==> src/rtl/ivr_pkg.sv <==
package ivr_pkg;
    // slot numbers counted downward from the top vector, two bytes each
    localparam int unsigned SLOT_RESET = 0;
    localparam int unsigned SLOT_ZDIV  = 1;
    localparam int unsigned SLOT_BRKX  = 2;  // reserved, never granted
    localparam int unsigned SLOT_DBGX  = 3;  // reserved, never granted
    localparam int unsigned SLOT_WDT   = 4;
    localparam int unsigned SLOT_NMI   = 5;
    localparam int unsigned SLOT_MASK0 = 6;

    typedef enum logic [2:0] {
        FX_NONE,
        FX_RESET,
        FX_NMI,
        FX_WDT,
        FX_ZDIV,
        FX_AMATCH
    } fixed_win_e;
endpackage

==> src/rtl/ivr_fixed_pick.sv <==
module ivr_fixed_pick
    import ivr_pkg::*;
(
    input  logic       req_reset,
    input  logic       req_nmi,
    input  logic       req_wdt,
    input  logic       req_zdiv,
    input  logic       req_amatch,
    output fixed_win_e win
);
    always_comb begin
        if (req_reset)       win = FX_RESET;
        else if (req_nmi)    win = FX_NMI;
        else if (req_wdt)    win = FX_WDT;
        else if (req_zdiv)   win = FX_ZDIV;
        else if (req_amatch) win = FX_AMATCH;
        else                 win = FX_NONE;
    end
endmodule

==> src/rtl/ivr_mask_arb.sv <==
module ivr_mask_arb #(
    parameter int unsigned N_MASK = 18,
    parameter int unsigned LVL_W  = 3,
    localparam int unsigned IDX_W = (N_MASK > 1) ? $clog2(N_MASK) : 1
) (
    input  logic                    clk,
    input  logic                    rst_n,
    input  logic [N_MASK-1:0]       req,
    input  logic [N_MASK*LVL_W-1:0] levels,
    input  logic [LVL_W-1:0]        ipl,
    output logic                    hit,
    output logic [IDX_W-1:0]        idx,
    output logic [LVL_W-1:0]        lvl
);
    logic [N_MASK-1:0] elig;

    genvar g;
    generate
        for (g = 0; g < N_MASK; g++) begin : g_elig
            // strict compare: level 0 can never exceed any threshold
            assign elig[g] = req[g] && (levels[g*LVL_W +: LVL_W] > ipl);
        end
    endgenerate

    always_comb begin
        hit = 1'b0;
        idx = '0;
        lvl = '0;
        for (int i = 0; i < N_MASK; i++) begin
            // only a strictly higher level displaces: ties keep the lower index
            if (elig[i] && (!hit || levels[i*LVL_W +: LVL_W] > lvl)) begin
                hit = 1'b1;
                idx = IDX_W'(i);
                lvl = levels[i*LVL_W +: LVL_W];
            end
        end
    end

    AST_WIN_ABOVE_IPL: assert property (@(posedge clk) disable iff (!rst_n)
        hit |-> (lvl > ipl) && req[idx]) else $error("winner not eligible");
endmodule

==> src/rtl/irq_vector_resolver.sv <==
module irq_vector_resolver
    import ivr_pkg::*;
#(
    parameter int unsigned N_MASK     = 18,
    parameter int unsigned LVL_W      = 3,
    parameter int unsigned VEC_W      = 16,
    parameter logic [15:0] TOP_VEC    = 16'hFFFE,
    parameter logic [15:0] AMATCH_VEC = 16'hFFCA
) (
    input  logic                       clk,
    input  logic                       rst_n,
    input  logic                       accept,
    input  logic                       req_reset,
    input  logic                       req_nmi,
    input  logic                       req_wdt,
    input  logic                       req_zdiv,
    input  logic                       req_amatch,
    input  logic [N_MASK-1:0]          req_mask,
    input  logic [N_MASK*LVL_W-1:0]    level_flat,
    input  logic [LVL_W-1:0]           ipl,
    output logic                       valid_q,
    output logic [N_MASK+4:0]          ack_q,
    output logic [VEC_W-1:0]           vec_q
);
    localparam int unsigned NSRC      = N_MASK + 5;
    localparam int unsigned IDX_W     = (N_MASK > 1) ? $clog2(N_MASK) : 1;
    // ack bit order follows descending vector address
    localparam int unsigned BIT_RESET = 0;
    localparam int unsigned BIT_ZDIV  = 1;
    localparam int unsigned BIT_WDT   = 2;
    localparam int unsigned BIT_NMI   = 3;
    localparam int unsigned BIT_MASK0 = 4;
    localparam int unsigned BIT_AMAT  = N_MASK + 4;

    typedef struct packed {
        logic             valid;
        logic [NSRC-1:0]  ack;
        logic [VEC_W-1:0] vec;
    } res_t;

    res_t       res_d, res_q;
    fixed_win_e fx_win;
    logic       m_hit;
    logic [IDX_W-1:0] m_idx;
    logic [LVL_W-1:0] m_lvl;

    function automatic logic [VEC_W-1:0] slot_vec(input int unsigned slot);
        return VEC_W'(TOP_VEC) - VEC_W'(2 * slot);
    endfunction

    ivr_fixed_pick u_fixed (
        .req_reset (req_reset),
        .req_nmi   (req_nmi),
        .req_wdt   (req_wdt),
        .req_zdiv  (req_zdiv),
        .req_amatch(req_amatch),
        .win       (fx_win)
    );

    ivr_mask_arb #(.N_MASK(N_MASK), .LVL_W(LVL_W)) u_arb (
        .clk   (clk),
        .rst_n (rst_n),
        .req   (req_mask),
        .levels(level_flat),
        .ipl   (ipl),
        .hit   (m_hit),
        .idx   (m_idx),
        .lvl   (m_lvl)
    );

    always_comb begin
        res_d       = res_q;
        res_d.valid = 1'b0;
        res_d.ack   = '0;
        if (accept) begin
            res_d.valid = 1'b1;
            unique case (fx_win)
                FX_RESET: begin
                    res_d.ack[BIT_RESET] = 1'b1;
                    res_d.vec = slot_vec(SLOT_RESET);
                end
                FX_NMI: begin
                    res_d.ack[BIT_NMI] = 1'b1;
                    res_d.vec = slot_vec(SLOT_NMI);
                end
                FX_WDT: begin
                    res_d.ack[BIT_WDT] = 1'b1;
                    res_d.vec = slot_vec(SLOT_WDT);
                end
                FX_ZDIV: begin
                    res_d.ack[BIT_ZDIV] = 1'b1;
                    res_d.vec = slot_vec(SLOT_ZDIV);
                end
                FX_AMATCH: begin
                    res_d.ack[BIT_AMAT] = 1'b1;
                    res_d.vec = VEC_W'(AMATCH_VEC);
                end
                default: begin
                    if (m_hit) begin
                        res_d.ack[BIT_MASK0 + 32'(m_idx)] = 1'b1;
                        res_d.vec = slot_vec(SLOT_MASK0 + 32'(m_idx));
                    end else begin
                        res_d.valid = 1'b0;
                    end
                end
            endcase
        end
    end

    always_ff @(posedge clk or negedge rst_n) begin
        if (!rst_n) res_q <= '0;
        else        res_q <= res_d;
    end

    assign valid_q = res_q.valid;
    assign ack_q   = res_q.ack;
    assign vec_q   = res_q.vec;

    AST_ACK_ONEHOT: assert property (@(posedge clk) disable iff (!rst_n)
        $onehot0(ack_q) && (valid_q == ($countones(ack_q) == 1))) else $error("ack");
    AST_IDLE_HOLDS: assert property (@(posedge clk) disable iff (!rst_n)
        !accept |=> !valid_q && $stable(vec_q)) else $error("idle");
    AST_RESET_FIRST: assert property (@(posedge clk) disable iff (!rst_n)
        accept && req_reset |=> ack_q[BIT_RESET] && vec_q == VEC_W'(TOP_VEC)) else $error("rst");
    AST_NMI_OVER_WDT: assert property (@(posedge clk) disable iff (!rst_n)
        accept && !req_reset && req_nmi |=> ack_q[BIT_NMI] && !ack_q[BIT_WDT]) else $error("nmi");
    AST_NO_DEBUG_SLOT: assert property (@(posedge clk) disable iff (!rst_n)
        valid_q |-> vec_q != slot_vec(SLOT_BRKX) && vec_q != slot_vec(SLOT_DBGX)) else $error("dbg");
endmodule

==> config.mk <==
export PLATFORM = sky130hd
export DESIGN_NAME = irq_vector_resolver
export DESIGN_NICKNAME = d
export VERILOG_FILES = /design/src/rtl/ivr_pkg.sv /design/src/rtl/ivr_fixed_pick.sv /design/src/rtl/ivr_mask_arb.sv /design/src/rtl/irq_vector_resolver.sv
export SDC_FILE = /design/constraint.sdc
export NUM_CORES = 1
export LEC_CHECK = 0
export BUFFER_PORTS_ARGS = -buffer_cell sky130_fd_sc_hd__buf_2
export CELL_PAD_IN_SITES_DETAIL_PLACEMENT = 0
export CELL_PAD_IN_SITES_GLOBAL_PLACEMENT = 2
export CORE_MARGIN = 2
export CORE_UTILIZATION = 34
export DETAILED_ROUTE_END_ITERATION = 6
export PLACE_DENSITY_LB_ADDON = 0.1
export SYNTH_ARGS = -nofsm -noshare
export SYNTH_HDL_FRONTEND = slang
export SYNTH_SLANG_ARGS = --single-unit
==> constraint.sdc <==
create_clock -name clk -period 1.85 [get_ports clk]
set_clock_uncertainty 0.05 [all_clocks]
set_input_delay 0.185 -clock clk [delete_from_list [all_inputs] [get_ports clk]]
set_output_delay 0.185 -clock clk [all_outputs]
set_load 0.05 [all_outputs]
## Yosys cells after proc, flatten, opt, wreduce, memory -nomap -nowiden

Cells that the tools add are included.

- Word-level logic and storage cells: 196
- Output and inout port bits: 40
- Bits in registers: 40

- Add/sub/neg operators: 3
- Muxes and demuxes: 70
- Equality and inequality tests: 5
- Reductions and logical operators: 78
- Order comparisons: 37

Operator list:

| kind | count |
|---|---|
| $gt 3x3->1 | 35 |
| $pmux 16 s5 | 1 |
| $mux 3 | 26 |
| $mux 40 | 1 |
| $mux 39 | 1 |
| $logic_and 1x1->1 | 36 |
| $mux 4 | 8 |
| $mux 1 | 22 |
| $reduce_or 4->1 | 5 |
| $mux 18 | 1 |
| $logic_not 1->1 | 17 |
| $logic_or 1x1->1 | 17 |
| $add 3x5->6 const A | 2 |
| $mux 5 | 2 |
| $pmux 1 s2 | 5 |
| $sub 2x8->9 const A | 1 |
| $eq 3x2->1 const B | 2 |
| $eq 3x3->1 const B | 2 |
| $ge 6x1->1 const B | 1 |
| $lt 6x6->1 const B | 1 |
| $reduce_bool 6->1 | 1 |
| $demux 1 s5 | 1 |
| $reduce_or 5->1 | 1 |
| $mux 2 | 2 |
| other kinds (2) | 2 |

## Longest topological paths before layout

Gate-level depths: netlist of run 1.

- Depth in word-level cells: 79
- Depth in mapped cells: 157
- Depth with buffers taken out: 153

## By module

Synthesis of run 1 repeated with hierarchy kept, for this count alone.

- Cells, all modules: 676
- Area total of the unflattened synthesis: 5,363.9 um^2

By module, submodules not included:

| module | sequential area each (um^2) | times used | area each (um^2) | cells an instance |
|---|---|---|---|---|
| ivr_mask_arb | 0.0 | 1 | 3,863.7 | 526 |
| irq_vector_resolver | 775.7 | 1 | 1,462.7 | 143 |
| ivr_fixed_pick | 0.0 | 1 | 37.5 | 7 |

## Least setup slack after synthesis of run 1

OpenSTA, ideal clock, no wires.

- Path kind: input -> register
- Start: input ipl[2]
- End: register res_q (netlist bit ack_q[3])
- Slack: -22.040 ns
- Cell stages on the path: 144
- Path buffers: 4
- Data required time: 1.717 ns
- Data arrival time: 23.757 ns
- Library setup time: 0.083 ns
- Cells stage by stage: inv_1 ha_1 nand3_1 o211a_1 and3_1 inv_1 ha_1 and3_1 a21oi_1 nor3_1 nor2_1 a22oi_1 ha_1 nor2b_1 o21a_1 o21ai_0 o21ai_2 a222oi_1 [... 108 more ...] ha_1 a21o_1 a21oi_1 a31oi_1 o21ai_1 o21ai_0 a2bb2oi_1 ha_1 a21o_1 a21oi_1 a31oi_1 o21a_1 nor2b_1 o41a_1 ha_1 nor2_1 nand2_1 o21ai_0

RTL lines:

| what | RTL line | text |
|---|---|---|
| from (decl) | irq_vector_resolver.sv:20 | `input logic [LVL_W-1:0] ipl,` |
| to (signal assigned) | irq_vector_resolver.sv:112 | `else res_q <= res_d;` |
| to (decl) | irq_vector_resolver.sv:41 | `res_t res_d, res_q;` |

## Worst setup path after layout of run 1

- Start: input ipl[2]
- End: register res_q (netlist bit vec_q[5])

- Word-level cells in the longest chain between the ends: 75
- Elaborated cells on any way between the ends: 162
- Those cells by class: 2 x add/sub; 35 x order compare; 54 x mux; 71 x reduce/logical

Ends and longest elaborated chain:

| what | RTL line | text |
|---|---|---|
| $gt 3x3->1 | ivr_mask_arb.sv:21 | `assign elig[g] = req[g] && (levels[g*LVL_W +: LVL_W] > ipl);` |
| $logic_and 1x1->1 | ivr_mask_arb.sv:21 |  |
| $mux 3 or $mux 1 (tied branches) | ivr_mask_arb.sv:31 | `if (elig[i] && (!hit \|\| levels[i*LVL_W +: LVL_W] > lvl)) begin` |
| $gt 3x3->1 or $logic_not 1->1 (tied branches) | ivr_mask_arb.sv:31 |  |
| $logic_or 1x1->1 | ivr_mask_arb.sv:31 |  |
| $logic_and 1x1->1 | ivr_mask_arb.sv:31 |  |
| $mux 3 or $mux 1 (tied branches) | ivr_mask_arb.sv:31 |  |
| $gt 3x3->1 or $logic_not 1->1 (tied branches) | ivr_mask_arb.sv:31 |  |
| [... 59 more ...] | - |  |
| $gt 3x3->1 or $logic_not 1->1 (tied branches) | ivr_mask_arb.sv:31 |  |
| $logic_or 1x1->1 | ivr_mask_arb.sv:31 |  |
| $logic_and 1x1->1 | ivr_mask_arb.sv:31 |  |
| $mux 5 | ivr_mask_arb.sv:31 |  |
| $add 3x5->6 | irq_vector_resolver.sv:101 | `res_d.vec = slot_vec(SLOT_MASK0 + 32'(m_idx));` |
| $sub 2x8->9 | irq_vector_resolver.sv:48 | `return VEC_W'(TOP_VEC) - VEC_W'(2 * slot);` |
| $mux 39 | irq_vector_resolver.sv:99 | `if (m_hit) begin` |
| $pmux 16 s5 | irq_vector_resolver.sv:77 | `unique case (fx_win)` |

Parallel ways exist; a longest one is shown, timed or not. The select of a mux whose other input is x is not followed.
A chain may end at the register's enable or synchronous reset.

==> results.txt, run 1 <==
The total via count in the routed design is 6327. The prevailing post-synth register cell was dfrtp_1. The sequential element share of the synthesized area is 15.0%, and the final design utilization is 61.2%. The run gives 30 as the number of endpoints failing setup at the final stage. Setup repair after global routing could not meet its margin everywhere.

After clock tree synthesis, the clock-pin slew on the worst setup and hold paths is 50 ps. Number of antenna violations at the first check in global routing: 0. Headroom to the max-slew limit came out at 48.8%. For the pin with the worst max-slew slack, the measured transition is 762 ps. In this run the worst hold path is classified as input pin to flip-flop. The mean instance size in the synthesized netlist was 7.98 um2. Library cell appearing most often on the critical path: a21oi_2. Counting the buffers created by CTS gives 5. The tools report the area of the placeable core as 15000 um2. Data arrives at the worst endpoint at 22750 ps.

At the placement stage, the worst setup path has a slack of -21690 ps. The cell with the biggest individual delay on the critical path was mux2_4. Port buffering added 121 buffers. Clock latency on the worst-skew pair, taken at its later pin, is 270 ps. In the layout the commonest cells are buf_4, buf_2, ha_1.

The run gives 0 as the synthesis warning total. The mapped netlist covers 5160 um2. Power spread over the standard cell area amounts to 1140 nW/um2.

For this block, the routed nets add up to 18600 um of wire. The H-tree generated during clock tree synthesis spans 2 levels. The setup check on the worst reg-to-reg path leaves a slack of 930 ps. The congestion estimate from routability-driven global placement came to 0.851. The logs give 14200 um for the HPWL after detailed placement and -20780 ps for the post-layout worst setup margin. 123 I/O pins were placed. For this run, the slowest stage of the critical path takes 340 ps. Along the worst path, the maximum fanout reaches 5. Once the floorplan was initialized, standard cells occupied 34.4% of the core.

Endpoint of the worst register-to-register path: vec_q[14]$_DFFE_PN0P_. The sink count of the clock tree is 31, and the static leakage is 4.63 nW. After detailed routing, the number of remaining DRC violations is 0.

The first global-routing pass estimated 29000 um of wire. The net count after synthesis was 829. Entering global routing, the biggest net connects 32 pins.

In this run the biggest area consumer among cell types represents 24.0% of the synthesized area. After the first detailed-routing iteration, the DRC count stood at 199. Synthesis produced 647 cells. The filler cell count came out at 1317.

Ranked by total cell area, the synthesized netlist is headed by ha_1, dfrtp_1, a21oi_1. The final hold violation count was 0. In this run the core area contains 45 standard-cell rows. The proportion of synthesized flip-flops having asynchronous set or reset works out to 100%.

Yosys mapped the design onto 94 distinct sky130hd cell types. Part of the cycle the worst path needs: 1220%. In the final layout, the multi-input gates occupy 4940 um2.

The final reports fail on negative setup slack. The worst-case IR drop observed on VDD is 0.577 mV. The worst hold path was traced through 3 stages. The CTS root buffer was clkbuf_16. After global routing the overflow that remains totals 0.

The average vias per placed instance was 5.10; the required time of the critical path was 1960 ps. The number of cells traversed by the worst register-to-register path was 1. In this run the critical register-to-register path is launched from vec_q[14]$_DFFE_PN0P_.

The synthesized design contains 31 register bits. Summed over all instances, the cell type with the most area after synthesis is ha_1. The die boundary width was 127 um.

STA classifies the critical path endpoint as a flip-flop. The startpoint of the worst hold path was accept. The count of inserted antenna diode cells is 0.

The worst hold path endpoint is ack_q[0]$_DFF_PN0_. The number of flops mapped to enable cells by yosys is 0, and the shortest clock period the worst path allows after layout is 22630 ps. The run finished, with violations left. In this run the remaining antenna-violating nets after routing total 0. The number of max-slew violations in the final report was 0; the growth of design area from synthesis to finish was 78.2%. TritonCTS built the clock tree. Counting along the longest clock path gives a buffer depth of 2. The detail-routed net length per standard cell came out at 15.0 um. The tools report the die outline area as 16200 um2. The number of nets in the final layout is 1234. The height of the die was 127 um. Global routing used 21.6% of the available tracks. Of the cells placed in the final design, the portion with a size suffix greater than 1 is 58.9%. For the achievable frequency, the log shows 44.2 MHz. Leaving out fill and tap cells, the most frequent cell in the layout is buf_4. The run gives 776 um2 as the sequential standard cell area.

The tools report the type of origin of the critical path as an input pin. The tools report the number of global-route vias before repair as 6388. The first TritonRoute pass finished after 6 iterations.

The critical path is of the input pin to flip-flop type. Max-cap violations in this run came to 0.
## flip-flops by register name, indices dropped and copies added (netlist names)
signal	count
ack_q	23
valid_q	1
vec_q	7
## synth_stat cells, types with 5 or more instances
cell type / count
a21o_1: 8
a21oi_1: 46
a21oi_2: 5
a31oi_1: 6
and2_1: 6
and3_1: 10
buf_4: 10
dfrtp_1: 31
ha_1: 99
inv_1: 57
nand2_1: 57
nand2b_1: 5
nand3_1: 34
nor2_1: 57
nor2b_1: 24
nor3_1: 8
o2111ai_1: 5
o21a_1: 13
o21ai_0: 36
o21ai_1: 6
o21ai_2: 5
or2_2: 5
## cell type report
cell class,count,share of cell area (%)
multi-input cells,545,53.7
repair buffers,412,31.0
clock buffers,6,1.51
flip-flops and latches,31,8.43
inverters,57,2.43
clock inverters,2,0.381
well taps,188,2.56
## report_power, final
| group | internal, mW | switching [mW] | total (mW) | leakage [nW] |
|---|---|---|---|---|
| clock network | 0.668 | 0.277 | 0.944 | 0.0868 |
| logic | 4.79 | 4.01 | 8.81 | 4.15 |
| registers | 0.694 | 0.00584 | 0.700 | 0.397 |
## per-stage QoR
step / total power [mW] / TNS [ps] / instance area [um2] / cells / hold WS, ps
global route: 11.3 / -604410 / 9200 / 1241 / 177
CTS: 9.36 / -557680 / 8720 / 1221 / 172
finish: 10.5 / -563640 / 9200 / 1241 / 180
detailed placement: 7.14 / -588080 / 7820 / 1165 / 202
floorplan: 4.59 / -567560 / 5420 / 647 / -161
global placement: 6.96 / -573360 / 7820 / 1165 / 192
## critical path: cells and delay by family
kind,cells,cell delay (ps)
buffers and inverters,12,1090
adder cells (fa/ha/maj),19,4820
AO/OA/AOI/OAI,76,11370
AND/OR/NAND/NOR,35,4400
multiplexers,3,820
## kinds of logic after synthesis
logic type               count (synthesis)  share of synthesized area [%]
XOR/XNOR                                 1                          0.170
other                                    1                         0.0726
buffers and inverters                   71                           5.96
flip-flops                              31                           15.0
AO/OA/AOI/OAI                          206                           30.5
multiplexers                             9                           2.01
adder cells (fa/ha/maj)                 99                           24.0
AND/OR/NAND/NOR                        229                           22.2
## per-layer routing
metal | GRT usage, % | vias up | routed length (um)
li1 | - | 3196 | -
met1 | 24.7 | 3005 | 7590
met2 | 43.3 | 101 | 10300
met3 | 1.76 | 25 | 380
met4 | 4.46 | 0 | 337
met5 | 0 | - | 0
## timing repair
action	4_1_cts	5_1_grt
gates resized for setup	77	73
buffers inserted	47	20
pin swaps	113	100
endpoints found under the setup margin	30	30
hold buffers	1	0
endpoints found under the hold margin	31	0
## worst max path at each step
stage | startpoint | endpoint | slack [ps] | cells after the start
2_1_floorplan | ipl[1] | vec_q[5]$_DFFE_PN0P_ | -21030 | 145
3_3_place_gp | ipl[1] | vec_q[5]$_DFFE_PN0P_ | -21140 | 138
3_5_place_dp | ipl[1] | ack_q[6]$_DFF_PN0_ | -21690 | 139
4_1_cts | ipl[2] | ack_q[11]$_DFF_PN0_ | -20560 | 149
5_1_grt | ipl[1] | vec_q[5]$_DFFE_PN0P_ | -22270 | 145
6_report | ipl[2] | vec_q[5]$_DFFE_PN0P_ | -20780 | 145
No activity file was read; power rests on OpenSTA's default activity.
==> inputs of run 2 (changes only) <==
--- a/config.mk
+++ b/config.mk
@@ -8,8 +8,8 @@
 export BUFFER_PORTS_ARGS = -buffer_cell sky130_fd_sc_hd__buf_2
 export CELL_PAD_IN_SITES_DETAIL_PLACEMENT = 0
 export CELL_PAD_IN_SITES_GLOBAL_PLACEMENT = 2
-export CORE_MARGIN = 2
 export CORE_UTILIZATION = 34
+export CTS_BUF_LIST = sky130_fd_sc_hd__clkbuf_16
 export DETAILED_ROUTE_END_ITERATION = 6
 export PLACE_DENSITY_LB_ADDON = 0.1
 export SYNTH_ARGS = -nofsm -noshare
==> run 2 against run 1 <==
Compared with the run above: the flow finishes with violations (design-rule violations, negative setup slack); via count down 0.68%; first-iteration DRC count increased by 31%; combinational power is 3.1% lower.
==> results.txt, run 2 (same netlist as run 1, synthesis figures left out) <==
The run gives 14100 um as the HPWL after detailed placement. The met2 track utilization from global routing is 45.0%, and the maximum fanout count along the critical path is 5. The maximum number of buffers from clock root to sink was 2. The height of the die works out to 125 um.

The tightest min-delay check is of the input pin to flip-flop type. Number of max-slew violations in the final report: 0. By instance count, the cell type seen most on the critical path is a21oi_2.

The worst setup path is launched from an input pin. In this run the tightest slew margin relative to its limit is 48.0%. The residual overflow from global routing is 0. The sink count of the clock tree came out at 31. Standard-cell row count: 44. From synthesis to final layout, the design area changed by 74.1%. For the worst setup path, the data arrival time is 22800 ps.

The final route contains 6284 vias. For this block, the initial DRC count from the detailed router was 260. The logs give -20850 ps for the post-layout worst setup margin and 44.1 MHz for the achievable frequency. Number of global-route vias before repair: 6456. For the worst-skew pair, the clock arrives at the later sink with an insertion delay of 270 ps. The critical path contains buffers and inverters numbering 8 combined. For this design the ratio of total power to cell area is 1110 nW/um2. The share of post-route cells with drive strength above 1 came out at 58.4%. The die covers 15700 um2. In the global route stage, met1 resource usage came out at 25.0%. The clock slew at the register clock pins of the worst setup and hold paths was 50 ps; the number of nets in the final layout was 1220. Leaving out fill and tap cells, the most frequent cells in the layout are buf_4, buf_2, ha_1. The H-tree was split into 2 levels. 123 I/O pins were placed. Setup repair after global routing could not meet its margin everywhere. The part of the cycle the worst path needs was 1230%.

Adding up every negative setup slack in the final design gives -565700 ps. The largest incremental delay on the critical path was 330 ps. The count of buffers added on input and output ports is 121.

The number of endpoints failing setup at the final stage is 30, and the shortest clock period the worst path allows after layout is 22700 ps. Detail-routed net length per standard cell: 14.8 um. STA classifies the critical path endpoint as a flip-flop. Area of the placeable core: 14700 um2.

The CTS root buffer is clkbuf_16. The final routed wirelength across all metal layers came out at 18100 um. The most congested layer reported by global routing is met2. The run gives 8990 um2 as the design area. Max-cap violations in this run came to 0. The flow ran to the end, but the final reports show violations.

The detailed-route DRC error count was 9. The CTS buffer count came out at 5. The worst setup path is of the input pin to flip-flop kind. Most common cell after layout, fill and taps aside: buf_4. The slew at the pin with the worst max-slew slack works out to 775 ps. The run gives 1265 as the filler cell count. Summed over all cells, the static leakage comes to 4.54 nW.

The slowest stage of the critical path belongs to the cell ha_2. The largest net degree at the start of global routing is 32. The required time of the critical path is 1950 ps. The number of antenna violations at the first check in global routing is 0, and the global routing usage summed across all routing layers is 22.2%. The wire length of the first global-routing pass is 28800 um. TritonCTS built the clock tree. The die is 125 um wide. The cell family with the largest share of critical-path delay is compound AO/OA/AOI/OAI gates. The logs give 0 for the count of inserted antenna diode cells and 35.1% for the initial core utilization. The logs give 0 for the final hold violation count and 7790 um2 for the area of placed instances. The checks that failed: design-rule violations, negative setup slack.

Placer's final routability congestion estimate: 0.863. For this run, the detailed router's first-pass iteration total came to 6. Once detail routing completed, the nets flagged for antenna violations numbered 0. Using the TritonRoute via totals, the vias-per-cell ratio works out to 5.14. VDD sags by at most 0.636 mV.

For met3 alone, demand over resource in global routing was 1.84%. The number of flip-flops under the largest register name is 23.
[run 2: cell types whose count changed in the layout (fill, tap and decap cells not counted), moves of 3 or more]
cell	delta
ha_4	-7
buf_4	-11
ha_1	+7
nor2_1	-7
nor2_2	+5
o21ai_2	-3
[run 2: metrics by stage]
stage / setup slack, ps / utilization (%) / power [mW] / std cells / hold slack [ps]
6_report: -20850 / 61.2 / 9.97 / 1222 / 179
5_1_grt: -22180 / 61.2 / 10.8 / 1222 / 193
2_1_floorplan: -21030 / - / 4.59 / 647 / -161
3_5_place_dp: -21830 / 53.0 / 7.01 / 1157 / 203
3_3_place_gp: -21060 / 53.0 / 6.80 / 1157 / 184
4_1_cts: -20610 / 56.7 / 8.54 / 1198 / 183
[run 2: area by class of cell]
class / count / area, um2 / area share (%)
timing repair buffer: 398 / 2730 / 30.4
multi-input combinational: 545 / 4900 / 54.5
sequential: 31 / 776 / 8.63
tap: 184 / 230 / 2.56
inverter: 57 / 224 / 2.49
clock inverter: 2 / 8.76 / 0.0974
clock buffer: 5 / 125 / 1.39
[run 2: tightest hold or removal path: cells and delay by family]
kind            cells  cell delay (ps)
buf+inv             1              140
simple gates        1               80
compound gates      1               50
[run 2: metal layers]
layer,part of all wire (%),vias up
met5,0,-
met4,1.7,0
met3,2.1,29
met2,55,101
met1,41,2985
li1,-,3169
[run 2: worst paths after layout]
| check | end | cells past startpoint | slack [ps] | startpoint |
|---|---|---|---|---|
| min in group asynchronous | ack_q[22]$_DFF_PN0_ | 2 | 440 | rst_n |
| max in group asynchronous | ack_q[17]$_DFF_PN0_ | 2 | 870 | rst_n |
| max | vec_q[5]$_DFFE_PN0P_ | 143 | -20850 | ipl[1] |
| max reg2reg | vec_q[14]$_DFFE_PN0P_ | 1 | 920 | vec_q[14]$_DFFE_PN0P_ |
| min | ack_q[0]$_DFF_PN0_ | 3 | 180 | accept |
| min reg2reg | vec_q[6]$_DFFE_PN0P_ | 1 | 420 | vec_q[6]$_DFFE_PN0P_ |
[run 2: timing repair]
action	4_1_cts	5_1_grt
hold buffers	1	0
pin swaps	73	71
resized for setup	32	111
endpoints found under the setup margin	30	30
gates cloned	0	0
setup buffers	33	24
endpoints found under the hold margin	31	0
[run 2: power by group]
group,internal (mW),total [mW],leakage [nW],switching [mW]
registers,0.694,0.701,0.397,0.00618
clock network,0.481,0.736,0.0671,0.255
logic,4.61,8.54,4.07,3.92
==> inputs of run 3 (changes only) <==
--- a/config.mk
+++ b/config.mk
@@ -12,6 +12,7 @@
 export CTS_BUF_LIST = sky130_fd_sc_hd__clkbuf_16
 export DETAILED_ROUTE_END_ITERATION = 6
 export PLACE_DENSITY_LB_ADDON = 0.1
+export SKIP_LAST_GASP = 1
 export SYNTH_ARGS = -nofsm -noshare
 export SYNTH_HDL_FRONTEND = slang
 export SYNTH_SLANG_ARGS = --single-unit
==> run 3 against run 2 <==
Compared with the run above: the flow still finishes with violations (design-rule violations, negative setup slack); sequential cell count is the same; non-clock buffer count rose by 2; combinational power is 1% lower; cell area is 0.19% lower; global-route usage is 0.064 points lower; core utilization fell by 0.12 points; hold slack better by 5.6 ps; clock power increased by 1%; critical endpoint unchanged; highest routed layer unchanged.
==> results.txt, run 3 (same netlist as run 1, synthesis figures left out) <==
Detailed placement finished with a half-perimeter wire length of 14100 um. The number of placed instances, taps included is 1157. The filler cell count is 1253. The largest single stage delay on the critical path is 350 ps. For this run, the post-layout net count is 1222.

The CTS buffer count came out at 5. Leaving out fill and tap cells, the most frequent cell in the layout is buf_4. Wire length of the first global-routing pass: 28800 um. STA classifies the critical path endpoint as a flip-flop. Across every metal layer, demand over resource in global routing totals 22.1%. The number of antenna violations at the first check in global routing was 0; the maximum fanout count along the critical path was 5. Setup violations remaining at the end of the flow were counted as 30. In this run the remaining antenna-violating nets after routing total 0. The count of inserted antenna diode cells came out at 0.

The tree is rooted in a clkbuf_16. In the final routing, the length of wire on met1 measures 7460 um. The detailed router placed 6271 vias in this run. The critical path class is input pin to flip-flop. After routing the design area is 8980 um2. Setup repair after global routing could not meet its margin everywhere.

The area of placed instances was 7790 um2; the area of the placeable core was 14700 um2. The total overflow left after global routing is 0. The slowest stage of the critical path is the a211o_4 cell. The die outline area was 15700 um2; the detailed-routed wire length on met2 was 9920 um.

The tools report the length of routed met3 wiring as 373 um. The cell family contributing the most delay on the critical path is compound AO/OA/AOI/OAI gates. For this block, the initial DRC count from the detailed router was 246. Power spread over the standard cell area amounts to 1100 nW/um2. Largest net degree at the start of global routing: 32. In this run the horizontal extent of the chip is 125 um. After clock tree synthesis, the clock-pin slew on the worst setup and hold paths is 50 ps.

The library cells used most frequently in the layout, excluding fill and tap cells, are buf_4, buf_2, ha_1. The final reports fail on design-rule violations, negative setup slack. Counting stages on the worst path, the most repeated cell is a21oi_2. The maximum number of buffers from clock root to sink was 2.

Wires add up to 18000 um. The run gives -20890 ps as the post-layout worst setup margin. The buffering stage count on the worst path with inverters included was 9. Of the available clock period, the critical path in the final layout requires 1230%. The tools report the count of TritonRoute iterations in the first routing pass as 7. Uppermost signal routing layer after detailed routing: met4. The number of max-slew violations in the final report is 0, and the height of the die is 125 um. Using the TritonRoute via totals, the vias-per-cell ratio works out to 5.12.

The worst-case headroom to the max-slew limit was 48.8%. Routability-driven placement finished with a final weighted congestion of 0.863. Relative to the synthesized area, the layout overhead comes to 73.8%.

The I/O pin count is 123, and the slew at the pin with the worst max-slew slack is 763 ps. The worst path in the final design needs a cycle of 22740 ps, including I/O delays and setup. For the total number of H-tree levels, the log shows 2.

The worst setup path is launched from an input pin. The share of post-route cells with drive strength above 1 was 57.8%; the total number of cells along the worst setup path was 140. The required time of the critical path was 1960 ps. For the detailed-route DRC error count, the log shows 5. Across the run, the number of max-cap violations was 0.

The floorplan has 44 rows. The logs give 1224 for the final cell count without fillers and 0 for the final hold violation count. The detail-routed net length per standard cell is 14.7 um, and the initial core utilization is 35.1%.

IR analysis of the VDD net gives a maximum drop of 0.503 mV. For the worst-skew pair, the clock arrives at the later sink with an insertion delay of 270 ps. In this run the worst hold path is classified as input pin to flip-flop. The run finished, with violations left.

The number of flip-flops under the largest register name works out to 23. Port buffering added 121 buffers. The achievable frequency is 44.0 MHz, and the static leakage is 4.53 nW.

For the data arrival time of the critical path, the log shows 22850 ps. Counting instances, the worst hold path has a depth of 3. TritonCTS built the clock tree.

The number of cells traversed by the worst register-to-register path was 1; the number of global-route vias before repair was 6443. Clock tree synthesis found a total of 31 sinks.
[run 3: cell count changes in the layout (fill, tap and decap cells not counted), sizes merged]
cell,delta
buf,+2
[run 3: metal layers]
metal  track usage (%)  vias up
li1                  -     3174
met1              25.0     2982
met3              1.84       22
met2              44.8       93
met4              3.80        0
met5                 0        -
[run 3: tightest hold or removal path, delay by kind of cell]
family          cells  cell delay [ps]
buf+inv             1              140
simple gates        1               90
compound gates      1               50
[run 3: what timing repair did]
item / 4_1_cts / 5_1_grt
setup buffers: 33 / 26
endpoints found under the setup margin: 30 / 30
endpoints found under the hold margin: 31 / 0
gates resized for setup: 29 / 97
pin swaps: 62 / 69
hold buffers: 1 / 0
gates cloned: 0 / 0
[run 3: where the power goes]
part	internal, mW	switching [mW]	leakage, nW
clock	0.481	0.265	0.0671
sequential	0.694	0.00622	0.397
combinational	4.56	3.86	4.07
[run 3: final cells by class]
class	instances	area, um2	share of cell area, %
timing repair buffer	400	2740	30.5
tap	184	230	2.56
inverter	57	221	2.47
clock inverter	2	8.76	0.0976
multi-input combinational	545	4880	54.3
sequential	31	776	8.64
clock buffer	5	125	1.39
[run 3: metrics by stage]
step / worst slack (ps) / hold slack, ps / power [mW] / setup TNS [ps] / util [%]
2_1_floorplan: -21030 / -161 / 4.59 / -567560 / -
3_5_place_dp: -21830 / 203 / 7.01 / -591790 / 53.0
6_report: -20890 / 185 / 9.87 / -566490 / 61.1
5_1_grt: -22260 / 193 / 10.7 / -604310 / 61.1
4_1_cts: -20720 / 183 / 8.52 / -561900 / 56.5
3_3_place_gp: -21060 / 184 / 6.80 / -571600 / 53.0
[run 3: worst paths after layout]
kind,from,to,slack (ps)
setup reg to reg,vec_q[14]$_DFFE_PN0P_,vec_q[14]$_DFFE_PN0P_,920
max in group asynchronous,rst_n,ack_q[17]$_DFF_PN0_,880
hold reg to reg,vec_q[6]$_DFFE_PN0P_,vec_q[6]$_DFFE_PN0P_,420
setup / recovery,ipl[1],vec_q[5]$_DFFE_PN0P_,-20890
min in group asynchronous,rst_n,valid_q$_DFF_PN0_,440
hold / removal,accept,ack_q[0]$_DFF_PN0_,190
